$ cat src/rtl/cl_chop_pkg.sv
package cl_chop_pkg;

  // Next value of an off-time counter: clear wins, then load, then count down.
  function automatic logic [31:0] off_count_next(input logic [31:0] cur,
                                                 input logic        load,
                                                 input logic        clear,
                                                 input logic [31:0] reload);
    if (clear)          return 32'd0;
    else if (load)      return reload;
    else if (cur != 0)  return cur - 32'd1;
    else                return 32'd0;
  endfunction

  // Next state of the startup mask flag.
  function automatic logic mask_next(input logic cur,
                                     input logic en,
                                     input logic en_rise,
                                     input logic release_flag);
    if (!en)               return 1'b0;
    else if (en_rise)      return 1'b1;
    else if (release_flag) return 1'b0;
    else                   return cur;
  endfunction

endpackage

$ cat src/rtl/cl_sync_bank.sv
module cl_sync_bank #(
  parameter int W      = 4,
  parameter int STAGES = 2
) (
  input  logic         clk,
  input  logic         rst_n,
  input  logic [W-1:0] d,
  output logic [W-1:0] q
);
  localparam int CHAIN_W = W * STAGES;

  logic [CHAIN_W-1:0] chain_q;

  always_ff @(posedge clk or negedge rst_n) begin
    if (!rst_n) chain_q <= '0;
    else        chain_q <= {chain_q[CHAIN_W-W-1:0], d};
  end

  assign q = chain_q[CHAIN_W-1 -: W];
endmodule

$ cat src/rtl/cl_startup_mask.sv
module cl_startup_mask (
  input  logic clk,
  input  logic rst_n,
  input  logic en_s,
  input  logic flag_s,
  output logic mask_o,
  output logic en_rise_o
);
  import cl_chop_pkg::*;

  logic en_d_q;
  logic mask_q;

  assign en_rise_o = en_s & ~en_d_q;
  assign mask_o    = mask_q | en_rise_o;

  always_ff @(posedge clk or negedge rst_n) begin
    if (!rst_n) begin
      en_d_q <= 1'b0;
      mask_q <= 1'b0;
    end else begin
      en_d_q <= en_s;
      mask_q <= mask_next(mask_q, en_s, en_rise_o, flag_s);
    end
  end

  // an enable rise always arms the mask
  assert_mask_arm_R4: assert property (@(posedge clk) disable iff (!rst_n)
    en_rise_o |=> mask_q);

  // once ended, the mask stays off while the enable stays high
  assert_mask_once_R5: assert property (@(posedge clk) disable iff (!rst_n)
    (!mask_q && en_d_q && en_s) |=> !mask_q);
endmodule

$ cat src/rtl/cl_off_timer.sv
module cl_off_timer #(
  parameter int OFF_CYCLES = 300
) (
  input  logic clk,
  input  logic rst_n,
  input  logic en_s,
  input  logic limit_ok,
  input  logic lim_s,
  input  logic req,
  output logic off_active,
  output logic trip_o
);
  import cl_chop_pkg::*;

  localparam int CW = $clog2(OFF_CYCLES + 1);

  logic [CW-1:0] cnt_q;

  assign off_active = (cnt_q != '0);
  assign trip_o     = en_s & limit_ok & lim_s & req & ~off_active;

  always_ff @(posedge clk or negedge rst_n) begin
    if (!rst_n) cnt_q <= '0;
    else        cnt_q <= CW'(off_count_next(32'(cnt_q), trip_o, ~en_s, 32'(OFF_CYCLES)));
  end

  // a trip loads the full off-time
  assert_reload_R2: assert property (@(posedge clk) disable iff (!rst_n)
    trip_o |=> (cnt_q == CW'(OFF_CYCLES)));

  // the off-time counts down one per cycle while enabled
  assert_countdown_R2: assert property (@(posedge clk) disable iff (!rst_n)
    (off_active && en_s) |=> (cnt_q == $past(cnt_q) - 1'b1));

  // enable low cancels the off-time
  assert_clear_R8: assert property (@(posedge clk) disable iff (!rst_n)
    !en_s |=> !off_active);
endmodule

$ cat src/rtl/cl_ocp_edge.sv
module cl_ocp_edge #(
  parameter int W = 4
) (
  input  logic         clk,
  input  logic         rst_n,
  input  logic         en_s,
  input  logic [W-1:0] ovc_s,
  output logic         rise_any_o,
  output logic         pulse_o
);
  logic [W-1:0] ovc_d_q;
  logic         pulse_q;

  assign rise_any_o = |(ovc_s & ~ovc_d_q);
  assign pulse_o    = pulse_q;

  always_ff @(posedge clk or negedge rst_n) begin
    if (!rst_n) begin
      ovc_d_q <= '0;
      pulse_q <= 1'b0;
    end else begin
      ovc_d_q <= ovc_s;
      pulse_q <= en_s & rise_any_o;
    end
  end

  // a pulse only follows a cycle with the enable high
  assert_pulse_enabled_R6: assert property (@(posedge clk) disable iff (!rst_n)
    $rose(pulse_q) |-> $past(en_s));
endmodule

$ cat src/rtl/cl_chopper.sv
module cl_chopper #(
  parameter int NUM_SW      = 4,
  parameter int OFF_CYCLES  = 300,
  parameter int SYNC_STAGES = 2
) (
  input  logic              clk,
  input  logic              rst_n,
  input  logic              bridge_on,
  input  logic              mask_end,
  input  logic              latch_off,
  input  logic [NUM_SW-1:0] gate_req,
  input  logic [NUM_SW-1:0] lim_cmp,
  input  logic [NUM_SW-1:0] ovc_cmp,
  output logic [NUM_SW-1:0] sw_en,
  output logic              ocp_pulse
);
  localparam int SYNC_W = 2 + 2 * NUM_SW;

  logic [SYNC_W-1:0] sync_q;
  logic              en_s;
  logic              flag_s;
  logic [NUM_SW-1:0] lim_s;
  logic [NUM_SW-1:0] ovc_s;
  logic              mask_w;
  logic              en_rise_w;
  logic              ocp_rise_w;
  logic [NUM_SW-1:0] off_w;
  logic [NUM_SW-1:0] trip_w;

  cl_sync_bank #(.W(SYNC_W), .STAGES(SYNC_STAGES)) u_sync (
    .clk  (clk),
    .rst_n(rst_n),
    .d    ({bridge_on, mask_end, lim_cmp, ovc_cmp}),
    .q    (sync_q)
  );

  assign {en_s, flag_s, lim_s, ovc_s} = sync_q;

  cl_startup_mask u_mask (
    .clk      (clk),
    .rst_n    (rst_n),
    .en_s     (en_s),
    .flag_s   (flag_s),
    .mask_o   (mask_w),
    .en_rise_o(en_rise_w)
  );

  for (genvar i = 0; i < NUM_SW; i++) begin : g_sw
    cl_off_timer #(.OFF_CYCLES(OFF_CYCLES)) u_timer (
      .clk       (clk),
      .rst_n     (rst_n),
      .en_s      (en_s),
      .limit_ok  (~mask_w),
      .lim_s     (lim_s[i]),
      .req       (gate_req[i]),
      .off_active(off_w[i]),
      .trip_o    (trip_w[i])
    );
    assign sw_en[i] = gate_req[i] & en_s & ~off_w[i] & ~latch_off;
  end

  cl_ocp_edge #(.W(NUM_SW)) u_ocp (
    .clk       (clk),
    .rst_n     (rst_n),
    .en_s      (en_s),
    .ovc_s     (ovc_s),
    .rise_any_o(ocp_rise_w),
    .pulse_o   (ocp_pulse)
  );

  // no limit trip while the startup mask is active
  assert_mask_blocks_R4: assert property (@(posedge clk) disable iff (!rst_n)
    mask_w |-> (trip_w == '0));

  // hard overcurrent stays armed during the mask
  assert_ocp_in_mask_R6: assert property (@(posedge clk) disable iff (!rst_n)
    (mask_w && en_s && ocp_rise_w) |=> ocp_pulse);

  // the mask never outlives a seen enable rise without arming
  assert_rise_masks_R4: assert property (@(posedge clk) disable iff (!rst_n)
    en_rise_w |-> mask_w);
endmodule

$ cat config.mk
export PLATFORM = sky130hd
export DESIGN_NAME = cl_chopper
export DESIGN_NICKNAME = d
export VERILOG_FILES = /design/src/rtl/cl_chop_pkg.sv /design/src/rtl/cl_sync_bank.sv /design/src/rtl/cl_startup_mask.sv /design/src/rtl/cl_off_timer.sv /design/src/rtl/cl_ocp_edge.sv /design/src/rtl/cl_chopper.sv
export SDC_FILE = /design/constraint.sdc
export NUM_CORES = 1
export LEC_CHECK = 0
export BUFFER_PORTS_ARGS = -buffer_cell sky130_fd_sc_hd__buf_2
export CAP_MARGIN = 20
export CORE_ASPECT_RATIO = 0.8
export CORE_MARGIN = 4
export CORE_UTILIZATION = 59
export CTS_CLUSTER_DIAMETER = 150
export CTS_CLUSTER_SIZE = 24
export DETAILED_ROUTE_END_ITERATION = 8
export PLACE_DENSITY = 0.78
export SYNTH_ARGS = -nofsm -noshare
export SYNTH_HDL_FRONTEND = slang
export SYNTH_HIERARCHICAL = 1
export SYNTH_SLANG_ARGS = --single-unit
export TNS_END_PERCENT = 100
$ cat constraint.sdc
create_clock -name clk -period 2.53 [get_ports clk]
set_input_delay 0.253 -clock clk [delete_from_list [all_inputs] [get_ports clk]]
set_output_delay 0.253 -clock clk [all_outputs]
set_load 0.05 [all_outputs]
==> run metrics <==
DRT Pass-1 Iters=4; worst r2r src=g_sw[3].u_timer/cnt_q[0]; GR Overflow Total=0; first-pass GRT wire length=9030 um; Detail Route Antenna Nets=0; relative slew slack=65.6%; Final Max Slew Viols=0; cell total after placement=314; post-DR vias/cell=5.82; area grow syn2layout=22.6%; FF-to-FF path depth=6; vias in the first global route=1925; Final Cell Area=3430 sq um; Core Util, Final=75.0%; final setup fails=0; Die ar.=5910 sq um; DIE WIDTH=85.0 um; total power=0.00400 W; Final Hold Vio Count=0; R2R Path End=g_sw[3].u_timer/cnt_q[3]; Total GRT Usage=19.7%; RSZ-0062 raised after global routing=yes; WHS Path Cells=1; dpl ws=0.233 ns; Residual DRC=0; syn nets=261; core region area=4570 sq um; CTS Buf Count=9; routed length per instance=16.4 um; Avg Cell Area, Syn=11.6 sq um; CP Max Fanout=4; vias=2031; H-tree levels=3; worst-skew pair later-pin latency=0.34 ns; Post-DP Area=2930 sq um; cells after synthesis=240; root buf cell=clkbuf_8; clk_skew=0.00745 ns; Non-Filler Instances=349; CP Class=flip-flop to primary output; clock buffer depth=2; # nets final=305; Sink Count=63; Slowest-stage cell, CP=or4b_4; # diodes=0; max incr delay on CP=0.47 ns; initial antenna violation count=0; min-delay src=lim_cmp[1]; hold endpoint=u_sync/chain_q[5]; worst vdd ir=0.000746 V; final wirelength=5710 um; die height=69.6 um; Top-Level Pins=22; number of max-cap violations=0; sequence of cells on the critical path=inv_1, ha_2, or4b_4, or2_1, and4bb_2, buf_6; share of layout cells above drive strength 1=24.9%; Final GP Congestion=0.850; Critical Path RT=2.28 ns; largest net degree at the start of global routing=40; crit path buf inv count=2; Leakage=1.58 nW; clk slew on worst S/H paths=0.07 ns; drt first-iter violations=94; Setup crit end kind=primary output; highest clock rate=0.406 GHz; Site Rows=22; Port Buffers=21; fin crit period=2.46 ns; Reg2Reg Setup Slack=0.51 ns; CTS tree=yes; post-DP HPWL=3470 um; final worst setup slack=0.0674 ns; Worst EP arrival=2.21 ns; min-delay worst type=primary input to flip-flop; Cell Pwr Density=1170 nW/um^2; Slew @ Worst Pin=0.511 ns; status=completed; Synth Warn #=6; CP Launch Type=flip-flop; crit share post-route=97.3%; Fill cells=305; post-synthesis cell area=2800 sq um; delay-heaviest family, CP=simple AND/OR/NAND/NOR gates; Initial Utilization=61.2%
report_power, final:
| group | total, W | switching, W | leakage (nW) | internal (W) |
|---|---|---|---|---|
| logic | 0.00158 | 0.000773 | 0.674 | 0.000804 |
| registers | 0.00144 | 0.000214 | 0.796 | 0.00122 |
| clock network | 0.000985 | 0.000379 | 0.112 | 0.000606 |
layer usage:
metal | routed length [um] | global-route usage [%] | vias up | share of wire, %
li1 | - | - | 967 | -
met2 | 2810 | 28.1 | 56 | 49
met3 | 303 | 7.13 | 9 | 5.3
met1 | 2520 | 27.1 | 999 | 44
met5 | 0 | 0 | - | 0
met4 | 78 | 8.26 | 0 | 1.4
stage by stage:
step           setup TNS (ns)  hold slack, ns
6_report                    0          0.0328
5_1_grt               -0.0361         0.00642
4_1_cts                     0        0.000655
3_5_place_dp                0           0.163
3_3_place_gp                0           0.162
2_1_floorplan               0         -0.0426
state kept, by name (all words and copies together) (netlist names):
name / count
u_mask/mask_q: 1
u_mask/en_d_q: 1
u_ocp/pulse_o: 1
u_sync/chain_q: 20
u_ocp/ovc_d_q: 4
g_sw.u_timer/cnt_q: 36
worst max-delay path by stage:
stage                        startpoint  endpoint  slack, ns  cells past startpoint
2_1_floorplan  g_sw[0].u_timer/cnt_q[0]  sw_en[0]       0.33                      6
3_3_place_gp   g_sw[1].u_timer/cnt_q[0]  sw_en[1]       0.27                      6
3_5_place_dp   g_sw[1].u_timer/cnt_q[0]  sw_en[1]       0.23                      6
4_1_cts        g_sw[2].u_timer/cnt_q[1]  sw_en[2]       0.01                      6
5_1_grt        g_sw[2].u_timer/cnt_q[1]  sw_en[2]      -0.04                      6
6_report       g_sw[2].u_timer/cnt_q[1]  sw_en[2]       0.07                      6
cell usage in the layout, fill, tap and decap left out, drive strengths merged, types with 5 or more instances in the layout:
cell type / count
inv: 14
dfrtp: 63
or2: 5
o31ai: 8
clkbuf: 11
nor2b: 5
a21boi: 13
nand2b: 13
dlygate4sd3: 9
or3: 8
nor2: 12
or4: 20
o21ai: 12
buf: 38
area by class of cell:
cell class / instances / area [sq um] / area share, %
Tap cell: 60 / 75.1 / 2.19
Timing Repair Buffer: 47 / 359 / 10.5
Inverter: 14 / 52.6 / 1.53
Clock buffer: 11 / 151 / 4.42
Sequential cell: 63 / 1580 / 46.0
Clock inverter: 5 / 80.1 / 2.34
Multi-Input combinational cell: 149 / 1130 / 33.0
repair_timing:
action,4_1_cts,5_1_grt
buffers inserted,4,6
gates resized for setup,10,16
pin swaps,0,5
endpoints found under the hold margin,16,4
endpoints found under the setup margin,4,4
hold buffers,5,4
No activity file was read; power rests on OpenSTA's default activity.
